`src/rtl/pfq_pkg.sv`:
```
package pfq_pkg;
   typedef enum logic [1:0] {
      ARB_IDLE  = 2'd0,
      ARB_FETCH = 2'd1,
      ARB_OPER  = 2'd2
   } arb_state_t;

   typedef enum logic [1:0] {
      QS_NONE    = 2'b00,
      QS_FIRST   = 2'b01,
      QS_EMPTIED = 2'b10,
      QS_NEXT    = 2'b11
   } qstat_t;
endpackage

```
`src/rtl/pfq_byte_fifo.sv`:
```
module pfq_byte_fifo #(
   parameter int DEPTH = 6,
   parameter int W     = 8,
   parameter int CNT_W = 3
) (
   input  logic             clk,
   input  logic             rst_n,
   input  logic             clear,
   input  logic [1:0]       push_n,
   input  logic [W-1:0]     push_lo,
   input  logic [W-1:0]     push_hi,
   input  logic             pop,
   output logic [W-1:0]     head,
   output logic [CNT_W-1:0] level,
   output logic             pop_ok
);
   localparam int PTR_W = (DEPTH > 1) ? $clog2(DEPTH) : 1;

   generate
      if (DEPTH < 2) begin : g_bad_depth
         $error("pfq_byte_fifo: DEPTH must hold at least one word");
      end
      if ((1 << CNT_W) <= DEPTH) begin : g_bad_cnt
         $error("pfq_byte_fifo: CNT_W too narrow for DEPTH");
      end
   endgenerate

   logic [W-1:0]     mem [DEPTH];
   logic [PTR_W-1:0] rd_q, wr_q;
   logic [CNT_W-1:0] cnt_q;

   function automatic logic [PTR_W-1:0] wrap_add(input logic [PTR_W-1:0] p, input int k);
      int s;
      s = int'(p) + k;
      if (s >= DEPTH) s = s - DEPTH;
      return PTR_W'(s);
   endfunction

   assign pop_ok = pop && (cnt_q != '0);
   assign head   = mem[rd_q];
   assign level  = cnt_q;

   always_ff @(posedge clk) begin
      if (!rst_n) begin
         rd_q  <= '0;
         wr_q  <= '0;
         cnt_q <= '0;
      end else if (clear) begin
         rd_q  <= '0;
         wr_q  <= '0;
         cnt_q <= '0;
      end else begin
         if (pop_ok) rd_q <= wrap_add(rd_q, 1);
         wr_q  <= wrap_add(wr_q, int'(push_n));
         cnt_q <= CNT_W'(int'(cnt_q) + int'(push_n) - (pop_ok ? 1 : 0));
      end
   end

   always_ff @(posedge clk) begin
      if (!clear) begin
         if (push_n != 2'd0) mem[wr_q] <= push_lo;
         if (push_n == 2'd2) mem[wrap_add(wr_q, 1)] <= push_hi;
      end
   end

   assert_level_bound_R2: assert property (@(posedge clk) disable iff (!rst_n)
      int'(level) <= DEPTH);
   assert_push_fits_R3: assert property (@(posedge clk) disable iff (!rst_n)
      (!clear && push_n != 2'd0) |-> (int'(level) + int'(push_n) <= DEPTH));
   assert_clear_empties_R5: assert property (@(posedge clk) disable iff (!rst_n)
      clear |=> (level == '0));
endmodule

```
`src/rtl/pfq_bus_arb.sv`:
```
module pfq_bus_arb
   import pfq_pkg::*;
#(
   parameter int ADDR_W = 20,
   parameter int DEPTH  = 6,
   parameter int CNT_W  = 3,
   parameter logic [ADDR_W-1:0] RESET_ADDR = '0
) (
   input  logic              clk,
   input  logic              rst_n,
   input  logic [CNT_W-1:0]  level,
   input  logic              flush,
   input  logic [ADDR_W-1:0] flush_addr,
   input  logic              op_req,
   input  logic              op_we,
   input  logic [ADDR_W-1:0] op_addr,
   input  logic [15:0]       op_wdata,
   output logic              op_done,
   output logic [15:0]       op_rdata,
   output logic              bus_req,
   output logic              bus_fetch,
   output logic              bus_we,
   output logic [ADDR_W-1:0] bus_addr,
   output logic [15:0]       bus_wdata,
   input  logic              bus_ack,
   input  logic [15:0]       bus_rdata,
   output logic [1:0]        push_n,
   output logic [7:0]        push_lo,
   output logic [7:0]        push_hi
);
   generate
      if (ADDR_W < 2) begin : g_bad_addr
         $error("pfq_bus_arb: ADDR_W too small");
      end
   endgenerate

   arb_state_t        state_q;
   logic [ADDR_W-1:0] fptr_q, faddr_q, oaddr_q;
   logic [15:0]       owd_q, ordata_q;
   logic              owe_q, discard_q, done_q;
   logic              room, op_go, keep_fetch;

   assign room       = (int'(level) <= DEPTH - 2);
   assign op_go      = op_req && !done_q;
   assign keep_fetch = (state_q == ARB_FETCH) && bus_ack && !discard_q && !flush;

   always_ff @(posedge clk) begin
      if (!rst_n) begin
         state_q   <= ARB_IDLE;
         fptr_q    <= RESET_ADDR;
         faddr_q   <= RESET_ADDR;
         oaddr_q   <= '0;
         owd_q     <= '0;
         owe_q     <= 1'b0;
         discard_q <= 1'b0;
         done_q    <= 1'b0;
         ordata_q  <= '0;
      end else begin
         done_q <= 1'b0;
         case (state_q)
            ARB_IDLE: begin
               if (op_go) begin
                  state_q <= ARB_OPER;
                  oaddr_q <= op_addr;
                  owe_q   <= op_we;
                  owd_q   <= op_wdata;
               end else if (room && !flush) begin
                  state_q <= ARB_FETCH;
                  faddr_q <= fptr_q;
               end
            end
            ARB_FETCH: begin
               if (bus_ack) begin
                  state_q   <= ARB_IDLE;
                  discard_q <= 1'b0;
                  if (keep_fetch)
                     fptr_q <= faddr_q + ADDR_W'(faddr_q[0] ? 1 : 2);
               end else if (flush) begin
                  discard_q <= 1'b1;
               end
            end
            ARB_OPER: begin
               if (bus_ack) begin
                  state_q <= ARB_IDLE;
                  done_q  <= 1'b1;
                  if (!owe_q) ordata_q <= bus_rdata;
               end
            end
            default: state_q <= ARB_IDLE;
         endcase
         if (flush) fptr_q <= flush_addr;
      end
   end

   always_comb begin
      push_n  = 2'd0;
      push_lo = bus_rdata[7:0];
      push_hi = bus_rdata[15:8];
      if (keep_fetch) begin
         if (faddr_q[0]) begin
            push_n  = 2'd1;
            push_lo = bus_rdata[15:8];
         end else begin
            push_n  = 2'd2;
         end
      end
   end

   assign bus_req   = (state_q != ARB_IDLE);
   assign bus_fetch = (state_q == ARB_FETCH);
   assign bus_we    = (state_q == ARB_OPER) && owe_q;
   assign bus_addr  = (state_q == ARB_OPER) ? oaddr_q : faddr_q;
   assign bus_wdata = owd_q;
   assign op_done   = done_q;
   assign op_rdata  = ordata_q;

   assert_req_hold_R9: assert property (@(posedge clk) disable iff (!rst_n)
      (bus_req && !bus_ack) |=> (bus_req && $stable(bus_addr) && $stable(bus_fetch)));
   assert_fetch_room_R3: assert property (@(posedge clk) disable iff (!rst_n)
      ($rose(bus_req) && bus_fetch) |-> (int'($past(level)) <= DEPTH - 2));
   assert_fetch_first_R8: assert property (@(posedge clk) disable iff (!rst_n)
      (bus_fetch && bus_ack && op_req && !op_done) |-> ##2 (bus_req && !bus_fetch));
   assert_done_pulse_R9: assert property (@(posedge clk) disable iff (!rst_n)
      op_done |=> !op_done);
endmodule

```
`src/rtl/pfq_qstat.sv`:
```
module pfq_qstat
   import pfq_pkg::*;
(
   input  logic       clk,
   input  logic       rst_n,
   input  logic       flush,
   input  logic       pop_ok,
   input  logic       pop_first,
   output logic [1:0] qs
);
   qstat_t qs_q;

   always_ff @(posedge clk) begin
      if (!rst_n)      qs_q <= QS_NONE;
      else if (flush)  qs_q <= QS_EMPTIED;
      else if (pop_ok) qs_q <= pop_first ? QS_FIRST : QS_NEXT;
      else             qs_q <= QS_NONE;
   end

   assign qs = qs_q;

   assert_flush_code_R10: assert property (@(posedge clk) disable iff (!rst_n)
      flush |=> (qs == 2'b10));
   assert_idle_code_R10: assert property (@(posedge clk) disable iff (!rst_n)
      (!flush && !pop_ok) |=> (qs == 2'b00));
endmodule

```
`src/rtl/ifetch_queue.sv`:
```
module ifetch_queue #(
   parameter int ADDR_W = 20,
   parameter int DEPTH  = 6,
   parameter logic [ADDR_W-1:0] RESET_ADDR = '0
) (
   input  logic              clk,
   input  logic              rst_n,
   input  logic              flush,
   input  logic [ADDR_W-1:0] flush_addr,
   input  logic              pop,
   input  logic              pop_first,
   output logic              pop_valid,
   output logic [7:0]        pop_data,
   output logic [1:0]        qs,
   input  logic              op_req,
   input  logic              op_we,
   input  logic [ADDR_W-1:0] op_addr,
   input  logic [15:0]       op_wdata,
   output logic              op_done,
   output logic [15:0]       op_rdata,
   output logic              bus_req,
   output logic              bus_fetch,
   output logic              bus_we,
   output logic [ADDR_W-1:0] bus_addr,
   output logic [15:0]       bus_wdata,
   input  logic              bus_ack,
   input  logic [15:0]       bus_rdata
);
   localparam int CNT_W = $clog2(DEPTH + 1);

   logic [CNT_W-1:0] level;
   logic [1:0]       push_n;
   logic [7:0]       push_lo, push_hi;
   logic             pop_ok;

   pfq_byte_fifo #(.DEPTH(DEPTH), .W(8), .CNT_W(CNT_W)) u_fifo (
      .clk(clk), .rst_n(rst_n), .clear(flush),
      .push_n(push_n), .push_lo(push_lo), .push_hi(push_hi),
      .pop(pop), .head(pop_data), .level(level), .pop_ok(pop_ok)
   );

   pfq_bus_arb #(.ADDR_W(ADDR_W), .DEPTH(DEPTH), .CNT_W(CNT_W),
                 .RESET_ADDR(RESET_ADDR)) u_arb (
      .clk(clk), .rst_n(rst_n), .level(level),
      .flush(flush), .flush_addr(flush_addr),
      .op_req(op_req), .op_we(op_we), .op_addr(op_addr), .op_wdata(op_wdata),
      .op_done(op_done), .op_rdata(op_rdata),
      .bus_req(bus_req), .bus_fetch(bus_fetch), .bus_we(bus_we),
      .bus_addr(bus_addr), .bus_wdata(bus_wdata),
      .bus_ack(bus_ack), .bus_rdata(bus_rdata),
      .push_n(push_n), .push_lo(push_lo), .push_hi(push_hi)
   );

   pfq_qstat u_qstat (
      .clk(clk), .rst_n(rst_n), .flush(flush),
      .pop_ok(pop_ok), .pop_first(pop_first), .qs(qs)
   );

   assign pop_valid = (level != '0);

   assert_empty_after_flush_R5: assert property (@(posedge clk) disable iff (!rst_n)
      flush |=> !pop_valid);
   assert_pop_empty_R4: assert property (@(posedge clk) disable iff (!rst_n)
      (pop && !pop_valid && !flush) |=> (qs == 2'b00));
endmodule

```
`config.mk`:
```
export PLATFORM = sky130hd
export DESIGN_NAME = ifetch_queue
export DESIGN_NICKNAME = d
export VERILOG_FILES = /design/src/rtl/pfq_pkg.sv /design/src/rtl/pfq_byte_fifo.sv /design/src/rtl/pfq_bus_arb.sv /design/src/rtl/pfq_qstat.sv /design/src/rtl/ifetch_queue.sv
export SDC_FILE = /design/constraint.sdc
export NUM_CORES = 1
export LEC_CHECK = 0
export ABC_AREA = 1
export BUFFER_PORTS_ARGS = -buffer_cell sky130_fd_sc_hd__clkbuf_2
export CELL_PAD_IN_SITES_DETAIL_PLACEMENT = 1
export CELL_PAD_IN_SITES_GLOBAL_PLACEMENT = 2
export CORE_MARGIN = 4
export CORE_UTILIZATION = 25
export CTS_BUF_LIST = sky130_fd_sc_hd__clkbuf_4
export CTS_CLUSTER_DIAMETER = 100
export DETAILED_ROUTE_END_ITERATION = 6
export HOLD_SLACK_MARGIN = 0.1
export MAX_ROUTING_LAYER = met4
export PLACE_DENSITY_LB_ADDON = 0.1
export SLEW_MARGIN = 40
export SYNTH_ARGS = -nofsm -noshare
export SYNTH_HDL_FRONTEND = slang
export SYNTH_SLANG_ARGS = --single-unit
```
`constraint.sdc`:
```
create_clock -name clk -period 5.9 [get_ports clk]
set_input_delay 0.885 -clock clk [delete_from_list [all_inputs] [get_ports clk]]
set_output_delay 0.885 -clock clk [all_outputs]
set_load 0.005 [all_outputs]
```
==> After elaboration in Yosys (flattened, before gate mapping) <==
Memories as Yosys holds them, arrays and structs flattened. A register that Yosys moved wholly into a read port is not among the register bits.
Cells that the tools add are included.
{ "word_totals": {"regBits": 108, "ram_bits": 48, "inputBits": 80, "memories": 1} }
{ "classes": {"add_sub_neg": 9, "magnitude_cmp": 4, "n_eq_ne": 5, "n_mux": 34, "bitwise": 4, "reduce_logical": 27} }
{ "mem_list": {"columns": ["memory", "words", "word_bits", "rd", "rd_clocked_by_memory_dff", "write_ports", "line", "rtl"], "rows": [
  ["u_fifo.mem", 6, 8, 1, 1, 2, "pfq_byte_fifo.sv:28", "logic [W-1:0] mem [DEPTH];"]
]} }
{ "ops": {"columns": ["operator", "n"], "rows": [
  ["$mux W20", 5],
  ["$mux W3", 7],
  ["$add A20 B20 Y20", 1],
  ["$mux W2", 9],
  ["$mux W8", 2],
  ["$ge A4 B3 Y1 const B", 3],
  ["$mux W1", 10],
  ["$reduce_bool A2 Y1", 5],
  ["$reduce_and A3 Y1", 3],
  ["$sub A3 B2 Y3 const B", 3],
  ["$add A3 B1 Y4 const B", 2],
  ["$reduce_and A2 Y1", 4],
  ["$logic_and A1 B1 Y1", 7],
  ["$add A3 B2 Y4", 1],
  ["$eq A2 B2 Y1 const B", 2],
  ["$not A1 Y1", 4],
  ["$pmux W2 S2", 1],
  ["$reduce_or A2 Y1", 2],
  ["$add A3 B2 Y3", 1],
  ["$le A3 B3 Y1 const B", 1],
  ["$logic_not A1 Y1", 3],
  ["$ne A3 B1 Y1 const B", 1],
  ["$reduce_bool A3 Y1", 1],
  ["$reduce_or A3 Y1", 1],
  ["other kinds (4)", 4]
]} }

==> Depth between registers and ports, before layout <==
{ "depth": {"ltp_word": 9, "ltp_mapped": 17, "mapped_depth_nobuf": 17} }

==> By module <==
Synthesis repeated with hierarchy kept, for this count alone.
{ "hier_totals": {"cells_unflattened": 1068, "hier_area_um2": 8027.7} }
{ "by_module_without_submodules": {"columns": ["mod", "instances", "cells_each", "area_each_um2", "seq_area_each_um2"], "rows": [
  ["pfq_bus_arb", 1, 643, 4478.0, 1941.9],
  ["pfq_byte_fifo", 1, 414, 3474.6, 1681.6],
  ["pfq_qstat", 1, 8, 63.8, 40.0],
  ["ifetch_queue", 1, 3, 11.3, 0.0]
]} }

==> Worst setup path after synthesis <==
OpenSTA, ideal clock, no wires.
{ "synth_timing": {"path_type": "input port to flip-flop", "start": "input bus_ack", "end": "register u_fifo.cnt_q[2] (netlist: u_fifo.level[2])", "setup_time_ns": 0.070, "t_arrival_ns": 2.619, "required_time_ns": 5.830, "setup_slack_ns": 3.211, "cell_stages": 11, "cell_sequence": "nand2_2 > nor2_4 > nand2_2 > inv_2 > nand2_2 > ha_1 > inv_1 > ha_1 > fa_1 > or2_2 > a21oi_1"} }
{ "synth_between": {"elab_chain_cells": 6} }
{ "synth_rtl": {"columns": ["item", "line", "rtl"], "rows": [
  ["from (decl)", "ifetch_queue.sv:26", "input logic bus_ack,"],
  ["$logic_and A1 B1 Y1 (3 in series)", "pfq_bus_arb.sv:45", "assign keep_fetch = (state_q == ARB_FETCH) && bus_ack && !discard_q && !flush;"],
  ["$mux W2", "pfq_bus_arb.sv:99", "if (keep_fetch) begin"],
  ["$add A3 B2 Y3", "pfq_byte_fifo.sv:55", "cnt_q <= CNT_W'(int'(cnt_q) + int'(push_n) - (pop_ok ? 1 : 0));"],
  ["$sub A3 B3 Y3", "pfq_byte_fifo.sv:55", null],
  ["to (signal assigned)", "pfq_byte_fifo.sv:55", null],
  ["to (decl)", "pfq_byte_fifo.sv:30", "logic [CNT_W-1:0] cnt_q;"]
]} }
Every way passes these cells.
A chain may end at the register's enable or synchronous reset.

==> results.md <==
- Status: completed
- Final setup viols: 0
- Reg area: 3660 sq um
- Met3 Use GR: 4.26%
- Post-synth cell types: 40
- Clock skew: 0.0409 ns
- Placeable Area: around 31000 sq um
- Grt ovf: 0
- Vias in the first global route: about 7600
- Prevailing post-synth register cell: dfxtp_1
- Clk_lat worst skew: about 0.56 ns
- Clk buf depth: 2
- R2R Setup Slk: 2.76 ns
- Final Hold Viols: 0
- Peak fanout along the critical path: 25
- WHS Path Cells: 2
- Post-route worst setup slack: 2.56 ns
- Ys async rst share: 0%
- Area of the multi-input gates: ~3700 sq um
- Worst Path Required: about 5.0 ns
- Post-synth EDFFs: between 40 and 50
- PD cells: ~240 nW/um^2
- Final core occ: between 20% and 30%
- RD Place Congestion: 0.796
- Tmin final: approximately 3.3 ns
- Routed WL: approximately 29 mm
- Root Buffer: clkbuf_4
- # H-tree levels: 4
- GRT busiest layer: met2
- Largest net degree at the start of global routing: 77
- Hold path startpoint: u_arb.oaddr_q[10]$_SDFFE_PN0P_
- RR Startpoint: u_arb.state_q[1]$_SDFFE_PN0P_
- Maximum capacitance violations: 0
- Leakage power total: between 3 and 4 nW
- Area of the mapped netlist: 7880 sq um
- Crit Path Class: reg2out
- CP Capture Type: output pin
- Average size of a mapped cell: approximately 7.4 sq um
- DP Worst Slack: 1.93 ns
- CTS resizes: 0
- Least-Margin Pin Slew: just under 0.8 ns
- Flip-flop and latch count after synthesis: around 160
- Row count: 64
- Reg2reg path depth: 13
- DIE WIDTH: roughly 190 um
- Postcts setup bufs: 0
- Setup TNS Final: 0 ns
- First-pass GRT wire length: approximately 45 mm
- Met2 usage: just under 30%
- Met1 Use GR: 21.9%
- Fraction of layout instances using a drive strength above 1: approximately a fifth
- All-Layer GR Usage: 17.5%
- Num ports: 147
- Cell count after synthesis: ~1100
- Syn Nets: roughly 1200
- VDD IR max: 0.113 mV
- Initial drt markers: around 310
- TritonCTS clock tree: built
- Final period utilization: around 57%
- Yosys warns: 0
- PnR Total Power: about 2.2 mW
- Effective utilization at floorplan: between 20% and 30%
- Layout area overhead: 16.3%
- Post-detailed-route wirelength per cell: roughly 19 um
- RSZ-0062 raised after global routing: no
- Worst-path clk slew: ~0.15 ns
- Slew headroom: between 40% and 50%
- Post-CTS Hold Buffers: 0
- Area of the die: around 34000 sq um
- Fillers: 3847
- Fmax: between 200 and 300 MHz
- Post-synthesis sequential area ratio: 46.5%
- DRC: 0
- CTS Sinks: approximately 160
- Port Buffers: about 150
- Final nets: ~1300
- Chip height: 185 um
- Avg Vias per Cell: about 4.6
- CP Launch Type: register
- Drt pass-1 iters: 4
- Initial antenna violation count: 1
- Hold Path Class: reg2reg
- Total via count in the routed design: around 7300
- Num CTS Buffers: 17
- Slew Viols, Final: 0
- Antenna Nets Post-Route: 0
- Worst EP arrival: around 2.5 ns
- DPL Wire Length: 21.2 mm
==> cells by family (layout without fill, tap and decap cells) <==
group | Yosys count | after routing | synth area share (%)
simple gates | 546 | 546 | 29.3
compound gates | 206 | 206 | 14.3
flops | 159 | 159 | 46.5
buf+inv | 128 | 256 | 6.91
fa+ha+maj | 15 | 15 | 2.48
xor+xnor | 5 | 5 | 0.556
other cells | 0 | 2 | 0
==> per-stage QoR <==
stage	hold slack, ns	cells	cell area, sq um
6_report	0.465	1585	9160
5_1_grt	0.458	1584	9160
4_1_cts	0.459	1583	9150
3_5_place_dp	0.451	1551	8890
3_3_place_gp	0.451	1551	8890
2_1_floorplan	0.424	1059	7880
==> worst max-delay path: stages (launching register included) <==
cell	delay (ns)
dfxtp_2	0.49
inv_1	0.62
nand2_1	0.19
a32o_1	0.33
o22ai_1	0.15
clkbuf_2	0.15
==> where the power goes <==
group          internal [mW]  switching [mW]  leakage [nW]  total [mW]
Clock                  0.182           0.467         0.140       0.650
Sequential              1.19          0.0402          1.34        1.23
Combinational          0.117           0.219          2.49       0.336
Total                   1.49           0.726          3.97        2.21
==> cell usage in the layout (no fill, tap or decap), types with 2 or more instances in the layout <==
cell	instances
nand2_1	288
nor2_1	158
clkbuf_2	146
o21ai_0	110
dfxtp_1	110
inv_1	61
a21oi_1	52
nand3_1	49
edfxtp_1	48
nand4_1	21
clkbuf_4	17
ha_1	14
a31oi_1	11
nand2_2	10
buf_4	9
a32o_1	8
o22ai_1	8
inv_2	7
nor2_2	7
o21ai_1	6
a22o_1	5
inv_6	5
nand3_4	4
o21ai_2	3
xor2_1	3
clkinv_4	3
inv_8	3
diode_2	2
nor2_4	2
nand2_4	2
clkinv_2	2
xnor2_1	2
or2_2	2
clkinvlp_4	2
==> flip-flops by register name, indices dropped and copies added (netlist names), 2 cells and up, named ones only <==
| register | count |
|---|---|
| u_arb.op_rdata | 16 |
| u_arb.bus_wdata | 16 |
| u_arb.faddr_q | 20 |
| u_arb.fptr_q | 20 |
| u_fifo.rd_q | 3 |
| u_arb.oaddr_q | 20 |
| u_qstat.qs | 2 |
| u_fifo.mem | 48 |
| u_arb.state_q | 2 |
| u_fifo.level | 3 |
| u_fifo.wr_q | 3 |
==> layout make-up <==
class,instances,share of cell area (%)
multi-input cells,772,40.2
diodes,2,0.0546
inverters,69,2.87
clock inverters,15,1.39
well taps,396,5.41
clock buffers,17,1.39
flip-flops and latches,159,40.0
repair buffers,155,8.71
==> metal layers <==
layer	routed length (um)	up-vias	part of all wire (%)
met3	1320	13	4.5
li1	-	3725	-
met1	13300	3450	45
met5	0	-	0
met4	314	0	1.1
met2	14500	118	49
==> final timing paths <==
path                               endpoint
min          u_arb.oaddr_q[10]$_SDFFE_PN0P_
max reg2reg      u_fifo.level[2]$_SDFF_PP0_
max                             pop_data[6]
min reg2reg  u_arb.oaddr_q[10]$_SDFFE_PN0P_
==> cell usage after synthesis (7+ instances only) <==
cell type,n,area share (%)
a21oi_1,52,3.3
a31oi_1,11,0.87
a32o_1,8,1.0
buf_2,8,0.51
clkbuf_1,35,1.7
clkbuf_2,7,0.44
dfxtp_1,111,28
edfxtp_1,48,18
ha_1,14,2.2
inv_1,62,3.0
nand2_1,289,14
nand2_2,9,0.71
nand3_1,49,3.1
nand4_1,21,1.7
nor2_1,159,7.6
o21ai_0,113,7.2
o22ai_1,8,0.64
No activity file was read; power rests on OpenSTA's default activity.
